### src/rtl/pe_status_pkg.sv
package pe_status_pkg;

  typedef enum logic {
    OP_PROGRAM = 1'b0,
    OP_ERASE   = 1'b1
  } op_kind_e;

  function automatic int unsigned max_u(input int unsigned a, input int unsigned b);
    return (a > b) ? a : b;
  endfunction

endpackage

### src/rtl/pe_busy_timer.sv
module pe_busy_timer
  import pe_status_pkg::*;
#(
  parameter int unsigned ADDR_W       = 16,
  parameter int unsigned DATA_W       = 8,
  parameter int unsigned PROG_CYCLES  = 20,
  parameter int unsigned ERASE_CYCLES = 60
) (
  input  logic              clk,
  input  logic              rst,
  input  logic              start_i,
  input  op_kind_e          kind_i,
  input  logic [ADDR_W-1:0] addr_i,
  input  logic [DATA_W-1:0] data_i,
  output logic              accept_o,
  output logic              busy_o,
  output op_kind_e          kind_o,
  output logic [ADDR_W-1:0] addr_o,
  output logic [DATA_W-1:0] data_o
);

  localparam int unsigned MAX_CYC = max_u(PROG_CYCLES, ERASE_CYCLES);
  localparam int unsigned CNT_W   = (MAX_CYC < 2) ? 1 : $clog2(MAX_CYC);
  localparam logic [CNT_W-1:0] PROG_LOAD  = CNT_W'(PROG_CYCLES - 1);
  localparam logic [CNT_W-1:0] ERASE_LOAD = CNT_W'(ERASE_CYCLES - 1);

  logic             busy_q;
  logic [CNT_W-1:0] cnt_q;
  op_kind_e         kind_q;
  logic [ADDR_W-1:0] addr_q;
  logic [DATA_W-1:0] data_q;

  assign accept_o = start_i && !busy_q;

  always_ff @(posedge clk) begin
    if (rst) begin
      busy_q <= 1'b0;
      cnt_q  <= '0;
      kind_q <= OP_PROGRAM;
      addr_q <= '0;
      data_q <= '0;
    end else if (accept_o) begin
      busy_q <= 1'b1;
      cnt_q  <= (kind_i == OP_ERASE) ? ERASE_LOAD : PROG_LOAD;
      kind_q <= kind_i;
      addr_q <= addr_i;
      data_q <= data_i;
    end else if (busy_q) begin
      if (cnt_q == '0) begin
        busy_q <= 1'b0;
      end else begin
        cnt_q <= cnt_q - 1'b1;
      end
    end
  end

  assign busy_o = busy_q;
  assign kind_o = kind_q;
  assign addr_o = addr_q;
  assign data_o = data_q;

endmodule

### src/rtl/pe_toggle_bit.sv
module pe_toggle_bit (
  input  logic clk,
  input  logic rst,
  input  logic clear_i,
  input  logic advance_i,
  output logic tog_o
);

  logic tog_q;

  always_ff @(posedge clk) begin
    if (rst) begin
      tog_q <= 1'b0;
    end else if (clear_i) begin
      tog_q <= 1'b0;
    end else if (advance_i) begin
      tog_q <= ~tog_q;
    end
  end

  assign tog_o = tog_q;

endmodule

### src/rtl/pe_status_mux.sv
module pe_status_mux
  import pe_status_pkg::*;
#(
  parameter int unsigned ADDR_W = 16,
  parameter int unsigned DATA_W = 8
) (
  input  logic              clk,
  input  logic              rst,
  input  logic              busy_i,
  input  op_kind_e          kind_i,
  input  logic [ADDR_W-1:0] lat_addr_i,
  input  logic [DATA_W-1:0] lat_data_i,
  input  logic              tog_i,
  input  logic              rd_strobe_i,
  input  logic [ADDR_W-1:0] rd_addr_i,
  input  logic [DATA_W-1:0] array_data_i,
  output logic [DATA_W-1:0] rd_data_o
);

  localparam int unsigned POLL_BIT = DATA_W - 1;
  localparam int unsigned TOG_BIT  = DATA_W - 2;

  logic [DATA_W-1:0] nxt;
  logic              addr_hit;
  logic              poll_val;

  assign addr_hit = (rd_addr_i == lat_addr_i);
  assign poll_val = (kind_i == OP_ERASE) ? 1'b0
                  : (addr_hit ? ~lat_data_i[POLL_BIT] : array_data_i[POLL_BIT]);

  for (genvar i = 0; i < DATA_W; i++) begin : g_lane
    if (i == POLL_BIT) begin : g_poll
      assign nxt[i] = busy_i ? poll_val : array_data_i[i];
    end else if (i == TOG_BIT) begin : g_tog
      assign nxt[i] = busy_i ? tog_i : array_data_i[i];
    end else begin : g_pass
      assign nxt[i] = array_data_i[i];
    end
  end

  logic [DATA_W-1:0] out_q;

  always_ff @(posedge clk) begin
    if (rst) begin
      out_q <= '0;
    end else if (rd_strobe_i) begin
      out_q <= nxt;
    end
  end

  assign rd_data_o = out_q;

endmodule

### src/rtl/pe_status_reporter.sv
module pe_status_reporter
  import pe_status_pkg::*;
#(
  parameter int unsigned ADDR_W       = 16,
  parameter int unsigned DATA_W       = 8,
  parameter int unsigned PROG_CYCLES  = 20,
  parameter int unsigned ERASE_CYCLES = 60
) (
  input  logic              clk,
  input  logic              rst,
  input  logic              op_start_i,
  input  logic              op_erase_i,
  input  logic [ADDR_W-1:0] op_addr_i,
  input  logic [DATA_W-1:0] op_data_i,
  input  logic              rd_strobe_i,
  input  logic [ADDR_W-1:0] rd_addr_i,
  input  logic [DATA_W-1:0] array_data_i,
  output logic [DATA_W-1:0] rd_data_o
);

  op_kind_e          req_kind;
  logic              accept_w;
  logic              busy_w;
  op_kind_e          kind_w;
  logic [ADDR_W-1:0] lat_addr_w;
  logic [DATA_W-1:0] lat_data_w;
  logic              tog_w;

  assign req_kind = op_erase_i ? OP_ERASE : OP_PROGRAM;

  pe_busy_timer #(
    .ADDR_W      (ADDR_W),
    .DATA_W      (DATA_W),
    .PROG_CYCLES (PROG_CYCLES),
    .ERASE_CYCLES(ERASE_CYCLES)
  ) u_timer (
    .clk     (clk),
    .rst     (rst),
    .start_i (op_start_i),
    .kind_i  (req_kind),
    .addr_i  (op_addr_i),
    .data_i  (op_data_i),
    .accept_o(accept_w),
    .busy_o  (busy_w),
    .kind_o  (kind_w),
    .addr_o  (lat_addr_w),
    .data_o  (lat_data_w)
  );

  pe_toggle_bit u_toggle (
    .clk      (clk),
    .rst      (rst),
    .clear_i  (accept_w),
    .advance_i(busy_w && rd_strobe_i),
    .tog_o    (tog_w)
  );

  pe_status_mux #(
    .ADDR_W(ADDR_W),
    .DATA_W(DATA_W)
  ) u_mux (
    .clk         (clk),
    .rst         (rst),
    .busy_i      (busy_w),
    .kind_i      (kind_w),
    .lat_addr_i  (lat_addr_w),
    .lat_data_i  (lat_data_w),
    .tog_i       (tog_w),
    .rd_strobe_i (rd_strobe_i),
    .rd_addr_i   (rd_addr_i),
    .array_data_i(array_data_i),
    .rd_data_o   (rd_data_o)
  );

endmodule

### config.mk
export PLATFORM = sky130hd
export DESIGN_NAME = pe_status_reporter
export DESIGN_NICKNAME = d
export VERILOG_FILES = /design/src/rtl/pe_status_pkg.sv /design/src/rtl/pe_busy_timer.sv /design/src/rtl/pe_toggle_bit.sv /design/src/rtl/pe_status_mux.sv /design/src/rtl/pe_status_reporter.sv
export SDC_FILE = /design/constraint.sdc
export NUM_CORES = 1
export LEC_CHECK = 0
export BUFFER_PORTS_ARGS = -buffer_cell sky130_fd_sc_hd__buf_4
export CAP_MARGIN = 20
export CORE_MARGIN = 3
export CORE_UTILIZATION = 47
export CTS_CLUSTER_SIZE = 8
export DETAILED_ROUTE_END_ITERATION = 6
export HOLD_SLACK_MARGIN = 0.06
export PLACE_DENSITY = 0.81
export SYNTH_ARGS = -nofsm -noshare
export SYNTH_HDL_FRONTEND = slang
export SYNTH_SLANG_ARGS = --single-unit
export TNS_END_PERCENT = 20
### constraint.sdc
create_clock -name clk -period 1.9 [get_ports clk]
set_input_delay 0.095 -clock clk [delete_from_list [all_inputs] [get_ports clk]]
set_output_delay 0.095 -clock clk [all_outputs]
set_load 0.02 [all_outputs]
After elaboration in Yosys (flattened, before gate mapping)
Cells that the tools add are included.
Cells by class
  $add $sub $neg: 1
  equal/unequal tests: 2
  muxes and demuxes: 12
  bitwise gates (word level): 2
  reductions and logical operators: 7
Operators with widths (number)
  $mux 6: 4
  $eq 16x16->1: 1
  $mux 1: 8
  $logic_not 6->1: 1
  $sub 6x1->6 const B: 1
  $logic_and 1x1->1: 2
  $ne 2x2->1 const B: 1
  $not 1->1: 2
  $reduce_and 2->1: 1
  $reduce_bool 2->1: 1
  $reduce_or 2->1: 1
  $logic_not 1->1: 1
Word-level totals
  register bits: 41
  output and inout port bits: 8
  word-level logic and storage cells: 31

Depth between registers and ports, before layout
Gate-level depths: netlist (run 1).
  depth after elaboration: 4
  mapped depth: 6

Hierarchy
A second synthesis (run 1) with hierarchy kept.
Second synthesis, totals
  cell total of the unflattened synthesis: 209
  area, all modules: 1805.5 µm²
By module, submodules not included
  pe_busy_timer: instances 1, cells an instance 151, area an instance 1262.5 µm², seq. area each 640.6 µm²
  pe_status_mux: instances 1, cells an instance 54, area an instance 498.0 µm², seq. area each 160.2 µm²
  pe_toggle_bit: instances 1, cells an instance 3, area an instance 38.8 µm², seq. area each 20.0 µm²
  pe_status_reporter: instances 1, cells an instance 1, area an instance 6.3 µm², seq. area each 0.0 µm²

Least setup slack after synthesis (run 1)
No wires, ideal clock.
  path kind: register to register
  from: register u_timer.cnt_q[2]
  to: register u_timer.cnt_q[1]
  arrival: 1.364 ns
  path slack: 0.469 ns
  cell stages (with the launch flop): 5
  path buffers: 0
  cells stage by stage: dfxtp_1 or3_4 o21a_4 mux2_4 a21oi_2
On the way
  word-level cells in the longest chain between the ends: 3
Ends and longest elaborated chain
  start, declared: line pe_busy_timer.sv:28  | logic [CNT_W-1:0] cnt_q;
  start signal, assigned: line pe_busy_timer.sv:44  | cnt_q <= (kind_i == OP_ERASE) ? ERASE_LOAD : PROG_LOAD;
  start signal, assigned: line pe_busy_timer.sv:52  | cnt_q <= cnt_q - 1'b1;
  $logic_not 6->1: line pe_busy_timer.sv:49  | if (cnt_q == '0) begin
  $ne 2x2->1 (no source line)
  $reduce_and 2->1 (no source line)
Every way passes these cells.
A chain may end at the register's enable or synchronous reset.

Final worst setup path (run 1)
Same ends and word-level chain as after synthesis.

==> flow_metrics.py, run 1 <==
metrics = {
    "hold_path": {
        "hp-start": "rd_strobe_i",
        "hp-class": "in -> reg",
        "min_to": "u_mux.rd_data_o[6]",
        "whs_path_depth": 2,
    },
    "yosys": {
        "synthesis.area_sq_um": 1530,
        "yosys-top-cells-count": "nand2_1 (41), dfxtp_1 (34), a21oi_1 (21)",
        "synth_edf_count": 0,
        "syn_inst": 180,
        "synth_top_area_cell": "dfxtp_1",
        "yosysSeqAreaShare_pct": 44.6,
        "synth_async_sr_flop_share_pct": 0,
        "synth_cell_type_count": 29,
        "avgSynthCellArea_sq_um": 8.47,
        "synth_top_area_share_pct": 44.6,
        "synth.most_common_cell": "nand2_1",
        "ys_seq_elements": 34,
        "yosysWarnings": 0,
        "ys.flop_type": "dfxtp_1",
        "syn-num-nets": 235,
        "synth_area_leaders": "dfxtp_1 (45%), nand2_1 (10%), xnor2_1 (9.2%), a21oi_1 (6.9%), mux2i_1 (5.9%)",
    },
    "drt": {
        "finalWirelength_um": 3680,
        "num_vias": 1470,
        "via_per_inst": 4.90,
        "drtPass1Iterations": 4,
        "drc": 0,
        "detail_route.iter0.violations": 43,
        "wl_per_cell_um": 12.3,
        "ant_nets": 0,
    },
    "clock_tree": {
        "clkTransAtPathRegs_ns": 0.09,
        "cts_sinks": 34,
        "cts_tree": "done",
        "clock_latency_ns": 0.32,
        "ctsRootBufferMaster": "clkbuf_4",
        "cts.path.max_buffers": 2,
        "htreeDepth": 2,
        "cts_buffers": 5,
    },
    "timing": {
        "fin_ws_ns": 0.404,
        "finalHoldViolCount": 0,
        "fmax_ghz": 0.668,
        "whs_ns": 0.0961,
        "period_needed_ns": 1.50,
        "worst_slew_pin_slew_ns": 0.719,
        "rsz0062_at_grt": "no",
        "setup_violations": 0,
        "setup_tns_ns": 0,
        "slew_violations": 0,
        "finalClockSkew_ns": 0.00298,
        "max_slew_margin_pct": 52.0,
        "fin_crit_sh_pct": 78.7,
    },
    "pwr": {
        "p_int_mw": 1.15,
        "p_switching_uw": 425,
        "switching_share_pct": 27.0,
        "power_frac_clock_pct": 24.4,
        "fin_total_pwr_mw": 1.57,
        "p_leak_nw": 0.952,
        "seqPwrFrac_pct": 51.0,
        "powerDensity_nw_per_um2": 697,
        "combPwrFrac_pct": 24.6,
        "peakVddDrop_mv": 0.495,
    },
    "grt": {
        "grt_max_degree": 35,
        "grt_remaining_overflow": 0,
        "antenna_found_initial": 0,
        "grt_first_pass_wirelength_um": 6320,
        "grt_usage_pct": 20.0,
        "grt_pass1_vias": 1427,
    },
    "layout": {
        "antenna_cells": 0,
        "final_util_pct": 73.4,
        "areaGrowthSynthToFinish_pct": 48.1,
        "fin_nets": 312,
        "layout-drive-gt1-share_pct": 27.0,
    },
    "setup_path": {
        "critPathArrivalTime_ns": 1.76,
        "rr_worst_depth": 4,
        "crit_path_end_kind": "flip-flop",
        "worst_setup_path_start_kind": "flip-flop",
        "worstSetupPathType": "reg -> reg",
        "r2r-start": "u_timer.cnt_q[2]",
        "reg2reg_to": "u_timer.cnt_q[1]",
        "rrSetupSlack_ns": 0.40,
        "worst_ep_required_time_ns": 2.17,
        "path_max_fanout": 6,
    },
    "floorplanning": {
        "die_x_um": 63.0,
        "start_util_pct": 49.6,
        "die_area_sq_um": 3960,
        "die_y_um": 63.0,
        "rows": 20,
        "coreArea_sq_um": 3080,
        "boundaryPins": 61,
    },
    "run_status": {
        "status": "completed",
    },
    "run": {
        "max_cap_viol_count": 0,
    },
    "placement": {
        "io_buffer_count": 53,
        "dp_hpwl_um": 2400,
        "post-place-ws_ns": 0.431,
        "place_congestion": 0.777,
    },
}
==> worst max-delay path, cell delays in order (launching register included) <==
cell	delay [ns]
dfxtp_1	0.36
or3_4	0.41
o21a_4	0.25
mux2_4	0.30
a21oi_2	0.12
==> final cells by class <==
cell class / instances / area [sq um]
Timing Repair Buffer: 81 / 668
Fill cell: 252 / 820
Tap cell: 44 / 55.1
Inverter: 2 / 7.51
Multi-Input combinational cell: 133 / 796
Sequential cell: 34 / 681
Clock buffer: 6 / 51.3
==> sequential cells by signal, summed over array words and instances (netlist names) <==
signal / flops
u_toggle.tog_o: 1
u_timer.kind_o: 1
u_timer.data_o: 1
u_timer.addr_o: 16
u_mux.rd_data_o: 8
u_timer.cnt_q: 6
u_timer.busy_o: 1
==> power groups by stage <==
stage	Combinational, mW	Sequential (mW)	Clock [mW]
after global placement	0.340	0.818	0
after detailed placement	0.347	0.819	0
after global routing	0.430	0.812	0.432
final	0.388	0.803	0.384
after CTS	0.388	0.803	0.393
after floorplan	0.205	0.825	0
==> worst max path at each step <==
stage                      from                 to  slack [ns]  depth (start not counted)
2_1_floorplan  u_timer.cnt_q[2]   u_timer.cnt_q[1]        0.47                          4
3_3_place_gp     u_timer.busy_o  u_timer.data_o[7]        0.43                          4
3_5_place_dp   u_timer.cnt_q[2]   u_timer.cnt_q[1]        0.43                          4
4_1_cts        u_timer.cnt_q[2]   u_timer.cnt_q[1]        0.40                          4
5_1_grt          u_timer.busy_o  u_timer.addr_o[4]        0.28                          4
6_report       u_timer.cnt_q[2]   u_timer.cnt_q[1]        0.40                          4
==> layer usage <==
layer	vias up	global-route usage (%)	wire length, um
li1	754	-	-
met1	664	24.2	1600
met2	45	33.2	1760
met3	7	7.55	264
met4	0	4.96	42
met5	-	0	0
==> cells by family (layout without fill, tap and decap cells) <==
logic type	count (synthesis)	count (layout)	synth area share (%)
AO/OA/AOI/OAI	34	34	13.6
XOR/XNOR	17	17	9.76
adder cells (fa/ha/maj)	2	2	1.64
buffers and inverters	13	89	3.20
flip-flops	34	34	44.6
multiplexers	11	11	7.63
AND/OR/NAND/NOR	69	69	19.5
==> stage by stage <==
step	instances	cell area, sq um
2_1_floorplan	180	1530
3_3_place_gp	270	1970
3_5_place_dp	270	1970
4_1_cts	300	2260
5_1_grt	300	2260
6_report	300	2260
==> what timing repair did <==
action	in CTS	in global routing
hold endpoints to repair	24	0
gates resized for setup	0	0
setup buffers	0	0
hold buffers	24	0
==> cell usage in the layout (no fill, tap or decap), drive strengths merged, types with 2 or more instances in the layout <==
master       count
o21ai            2
clkbuf           6
o211ai           2
mux2             2
xnor2           16
a21oi           22
buf             57
nand2           41
dlygate4sd3     24
nand4            5
nor2            12
nor3             3
dfxtp           34
ha               2
inv              2
mux2i            9
nand3            2
a211o            2
nand2b           2
a211oi           2
Note: power is estimated with default switching activity, not from simulation.
==> run 2: changes to the inputs <==
==> constraint.sdc (replaced) <==
create_clock -name clk -period 1.4 [get_ports clk]
set_input_delay 0.07 -clock clk [delete_from_list [all_inputs] [get_ports clk]]
set_output_delay 0.07 -clock clk [all_outputs]
set_load 0.02 [all_outputs]
==> run 2 against run 1 <==
Critical endpoint is now u_timer.cnt_q[2]. The run now ends with negative setup slack left. Fmax increased by 5.8%. Setup slack got worse by 0.42 ns. Wire length increased by 10%. Final cell count increased by 4.0%. Combinational power increased by 56%. Clock skew increased by 0.0084 ns. Critical path depth unchanged. Power increased by 43%. Sequential share of layout area decreased by 1.4 points.
==> flow_metrics.py, run 2 (synthesized netlist as in run 1, its figures left out) <==
metrics = {
    "run_status": {
        "status": "finished with violations",
        "failed_checks": "negative setup slack",
    },
    "timing": {
        "fmax_ghz": 0.707,
        "rsz0062_at_grt": "yes",
        "worst_slew_pin_slew_ns": 0.362,
        "setup_tns_ns": -0.0137,
        "slew_violations": 0,
        "setup_violations": 1,
        "period_needed_ns": 1.41,
        "fin_ws_ns": -0.0137,
        "finalClockSkew_ns": 0.0113,
        "whs_ns": 0.0794,
        "fin_crit_sh_pct": 101,
        "finalHoldViolCount": 0,
        "max_slew_margin_pct": 75.9,
    },
    "drt": {
        "detail_route.iter0.violations": 79,
        "finalWirelength_um": 4050,
        "wl_per_cell_um": 13.0,
        "via_per_inst": 4.91,
        "ant_nets": 0,
        "num_vias": 1531,
        "drtPass1Iterations": 4,
        "drc": 0,
    },
    "floorplanning": {
        "start_util_pct": 49.6,
        "coreArea_sq_um": 3080,
        "die_x_um": 63.0,
        "die_y_um": 63.0,
        "die_area_sq_um": 3960,
        "rows": 20,
        "boundaryPins": 61,
    },
    "pwr": {
        "peakVddDrop_mv": 0.765,
        "p_leak_nw": 1.03,
        "fin_total_pwr_mw": 2.25,
        "powerDensity_nw_per_um2": 941,
    },
    "setup_path": {
        "rrSetupSlack_ns": -0.01,
        "worst_ep_required_time_ns": 1.68,
        "path_max_fanout": 3,
        "worstSetupPathType": "reg -> reg",
        "critPathArrivalTime_ns": 1.69,
        "r2r-start": "u_timer.cnt_q[2]",
        "rr_worst_depth": 4,
        "worst_setup_path_start_kind": "flip-flop",
        "crit_path_end_kind": "flip-flop",
        "reg2reg_to": "u_timer.cnt_q[2]",
    },
    "layout": {
        "fin_nets": 322,
        "largest_reg_flops": 16,
        "layout_common_cells": "buf_4 (66), nand2_1 (41), dfxtp_1 (27), dlygate4sd3_1 (25), a21oi_1 (21)",
        "multi_input_area_sq_um": 838,
        "layout-drive-gt1-share_pct": 34.7,
        "nFillCells": 216,
        "regArea_sq_um": 689,
        "antenna_cells": 0,
        "areaGrowthSynthToFinish_pct": 57.1,
        "final_cell_count_no_fill": 312,
        "final_common_cell": "buf_4",
    },
    "grt": {
        "grt_first_pass_wirelength_um": 6590,
        "antenna_found_initial": 0,
        "grt_usage_pct": 21.3,
        "grt_pass1_vias": 1539,
        "grt_max_degree": 35,
        "grt_remaining_overflow": 0,
    },
    "clock_tree": {
        "cts_tree": "done",
        "clkTransAtPathRegs_ns": 0.10,
        "ctsRootBufferMaster": "clkbuf_4",
        "htreeDepth": 2,
        "cts.path.max_buffers": 2,
        "cts_buffers": 5,
        "cts_sinks": 34,
        "clock_latency_ns": 0.33,
    },
    "hold_path": {
        "min_to": "u_mux.rd_data_o[6]",
        "hp-class": "in -> reg",
        "hp-start": "array_data_i[6]",
        "whs_path_depth": 3,
    },
    "placement": {
        "io_buffer_count": 53,
        "dpl.cell_count": 279,
        "place_congestion": 0.750,
        "dp_hpwl_um": 2500,
    },
    "run": {
        "max_cap_viol_count": 0,
    },
}
## run 2: cell type report
cell class,instances,area share [%]
multi-input cells,133,35.0
repair buffers,91,31.1
flip-flops and latches,34,28.8
clock buffers,7,2.30
well taps,44,2.30
inverters,2,0.313
clock inverters,1,0.209
## run 2: worst max-delay path by stage
stage	from	end	slack [ns]	cells past startpoint
3_3_place_gp	u_timer.addr_o[6]	u_mux.rd_data_o[7]	0.005	5
2_1_floorplan	u_timer.cnt_q[3]	u_timer.cnt_q[1]	0.02	4
6_report	u_timer.cnt_q[2]	u_timer.cnt_q[2]	-0.01	4
3_5_place_dp	u_timer.cnt_q[4]	u_timer.cnt_q[2]	-0.0004	4
4_1_cts	u_timer.cnt_q[4]	u_timer.cnt_q[1]	-0.01	4
5_1_grt	u_timer.cnt_q[2]	u_timer.cnt_q[0]	-0.07	4
## run 2: timing repair
item | 4_1_cts | 5_1_grt
resized for setup | 1 | 14
endpoints found under the setup margin | 3 | 5
pin swaps | 1 | 12
buffers inserted | 0 | 0
hold buffers | 25 | 0
hold endpoints to repair | 27 | 0
## run 2: power breakdown
part	leakage [nW]	total [mW]	switching [mW]	internal (mW)
Sequential	0.283	1.09	0.0457	1.04
Combinational	0.709	0.607	0.263	0.344
Clock	0.0353	0.558	0.315	0.243
Total	1.03	2.25	0.623	1.63
## run 2: worst max-delay path, cell delays in order (launching register included)
cell and delay, ns:
dfxtp_1 0.32, or3_4 0.40, o211ai_1 0.25, mux2_4 0.33
nor2_2 0.07
## run 2: routing by layer
metal	global-route usage (%)	vias up	wire length [um]
met2	40.4	54	2140
met5	0	-	0
met3	6.47	4	262
met4	7.44	0	44
li1	-	781	-
met1	21.6	692	1600
## run 2: stage by stage
step           worst slack, ns  utilization [%]  instance area, sq um
2_1_floorplan           0.0188                -                  1530
3_3_place_gp           0.00451             66.1                  2030
3_5_place_dp         -0.000408             66.1                  2030
4_1_cts               -0.00986             76.4                  2350
5_1_grt                -0.0680             77.8                  2400
6_report               -0.0137             77.8                  2400
==> run 3: changes to the inputs <==
--- a/config.mk
+++ b/config.mk
@@ -11,6 +11,7 @@
 export CORE_UTILIZATION = 47
 export CTS_CLUSTER_SIZE = 8
 export DETAILED_ROUTE_END_ITERATION = 6
+export GPL_TIMING_DRIVEN = 0
 export HOLD_SLACK_MARGIN = 0.06
 export PLACE_DENSITY = 0.81
 export SYNTH_ARGS = -nofsm -noshare
==> run 3 against run 2 <==
The flow still finishes with violations (negative setup slack). Hold slack worse by 0.0082 ns. Register-to-register slack worse by 0.05 ns. Via count down 1.9%. Clock power down 11%. Fmax down 3.7%. Clock skew down 0.0018 ns. Combinational power down 9.7%. Sequential share of layout area up 1.1 points. Largest power group unchanged.
==> flow_metrics.py, run 3 (synthesized netlist as in run 1, its figures left out) <==
metrics = {
    "layout": {
        "fin_nets": 318,
        "final_common_cell": "buf_4",
        "antenna_cells": 0,
        "layout-drive-gt1-share_pct": 28.5,
        "final_util_pct": 74.3,
        "fin_area_sq_um": 2290,
        "layout_common_cells": "buf_4 (52), nand2_1 (41), dfxtp_1 (31), dlygate4sd3_1 (25), a21oi_1 (21)",
        "areaGrowthSynthToFinish_pct": 50.0,
        "largest_reg_flops": 16,
    },
    "pwr": {
        "seqPwrFrac_pct": 51.3,
        "p_leak_nw": 0.949,
        "combPwrFrac_pct": 25.6,
        "p_int_mw": 1.53,
        "peakVddDrop_mv": 0.798,
        "powerDensity_nw_per_um2": 934,
        "power_frac_clock_pct": 23.1,
        "fin_total_pwr_mw": 2.14,
        "switching_share_pct": 28.2,
        "p_switching_uw": 604,
    },
    "setup_path": {
        "reg2reg_to": "u_timer.cnt_q[1]",
        "worst_ep_required_time_ns": 1.66,
        "worst_setup_path_start_kind": "flip-flop",
        "crit_path_end_kind": "flip-flop",
        "worstSetupPathType": "reg -> reg",
        "rr_worst_depth": 4,
        "critPathArrivalTime_ns": 1.73,
        "r2r-start": "u_timer.cnt_q[4]",
        "rrSetupSlack_ns": -0.07,
        "path_max_fanout": 5,
    },
    "clock_tree": {
        "htreeDepth": 2,
        "ctsRootBufferMaster": "clkbuf_4",
        "cts_setup_buffers": 0,
        "cts_sinks": 34,
        "clock_latency_ns": 0.33,
        "cts_tree": "done",
        "clkTransAtPathRegs_ns": 0.10,
        "cts_buffers": 5,
        "cts.path.max_buffers": 2,
    },
    "timing": {
        "finalClockSkew_ns": 0.00949,
        "fin_ws_ns": -0.0679,
        "setup_violations": 2,
        "period_needed_ns": 1.47,
        "fmax_ghz": 0.681,
        "worst_slew_pin_slew_ns": 0.558,
        "max_slew_margin_pct": 62.8,
        "rsz0062_at_grt": "yes",
        "setup_tns_ns": -0.0775,
        "fin_crit_sh_pct": 105,
        "slew_violations": 0,
        "finalHoldViolCount": 0,
        "whs_ns": 0.0712,
    },
    "hold_path": {
        "hp-class": "in -> reg",
        "hp-start": "rst",
        "min_to": "u_mux.rd_data_o[6]",
        "whs_path_depth": 2,
    },
    "floorplanning": {
        "die_y_um": 63.0,
        "coreArea_sq_um": 3080,
        "die_area_sq_um": 3960,
        "boundaryPins": 61,
        "start_util_pct": 49.6,
        "rows": 20,
        "die_x_um": 63.0,
    },
    "drt": {
        "met1_length_um": 1670,
        "drc": 0,
        "wl_met2_um": 2010,
        "detail_route.iter0.violations": 54,
        "via_per_inst": 4.89,
        "top_layer": "met4",
        "route.met3.wl_um": 253,
        "wl_per_cell_um": 12.9,
        "finalWirelength_um": 3970,
        "drtPass1Iterations": 4,
        "num_vias": 1502,
        "ant_nets": 0,
    },
    "grt": {
        "grt_remaining_overflow": 0,
        "grt_first_pass_wirelength_um": 6610,
        "grt_usage_pct": 21.0,
        "grt_max_degree": 11,
        "antenna_found_initial": 0,
        "grt_pass1_vias": 1564,
    },
    "run": {
        "max_cap_viol_count": 0,
    },
    "placement": {
        "place_congestion": 0.815,
        "dp_hpwl_um": 2660,
        "io_buffer_count": 52,
        "post_dp_cell_area_sq_um": 1970,
    },
    "run_status": {
        "status": "finished with violations",
        "failed_checks": "negative setup slack",
    },
}
run 3: changes by cell type in the layout (fill, tap and decap cells not counted), moves of 2 or more:
cell,before,now
buf_4,66,52
clkbuf_1,1,9
dfxtp_1,27,31
dfxtp_2,7,3
clkbuf_2,0,3
inv_1,2,0
inv_2,0,2
xnor2_1,14,16
xnor2_2,2,0
run 3: worst max path at each step:
stage,to,slack [ns],depth (start not counted),start
6_report,u_timer.cnt_q[1],-0.07,4,u_timer.cnt_q[4]
5_1_grt,u_timer.cnt_q[1],-0.09,4,u_timer.cnt_q[4]
4_1_cts,u_timer.cnt_q[1],-0.06,4,u_timer.cnt_q[4]
3_5_place_dp,u_timer.cnt_q[1],-0.12,6,u_timer.cnt_q[0]
3_3_place_gp,u_timer.cnt_q[1],-0.06,6,u_timer.cnt_q[0]
2_1_floorplan,u_timer.cnt_q[1],0.02,4,u_timer.cnt_q[3]
run 3: worst max-delay path, cell delays in order (launching register included):
cell and delay, ns:
dfxtp_2 0.34, or3_4 0.40, o21a_4 0.23, mux2_4 0.30
a21oi_2 0.12
run 3: repair_timing:
action / CTS / global route
pin swaps: 1 / 0
endpoints found under the setup margin: 22 / 22
gates resized for setup: 10 / 2
endpoints found under the hold margin: 26 / 0
hold buffers: 25 / 0
run 3: power groups by stage:
stage	combinational, mW	clock [mW]	sequential [mW]
floorplan	0.278	0	1.12
global placement	0.461	0	1.11
detailed placement	0.476	0	1.11
CTS	0.548	0.499	1.09
global route	0.603	0.537	1.10
finish	0.548	0.494	1.10
run 3: area by class of cell:
cell class / instances / area, sq um
Timing Repair Buffer: 77 / 641
Clock buffer: 7 / 45.0
Sequential cell: 34 / 684
Fill cell: 243 / 790
Inverter: 2 / 7.51
Tap cell: 44 / 55.1
Buffer: 10 / 41.3
Multi-Input combinational cell: 133 / 815
run 3: per-layer routing:
layer / GRT usage [%] / vias up
met5: 0 / -
met4: 7.44 / 0
met3: 5.22 / 4
met2: 39.4 / 53
met1: 22.4 / 675
li1: - / 770
run 3: through the flow:
step,worst slack [ns],instances
floorplan,0.0188,180
global placement,-0.0563,276
detailed placement,-0.119,276
CTS,-0.0554,308
global route,-0.0888,307
finish,-0.0679,307
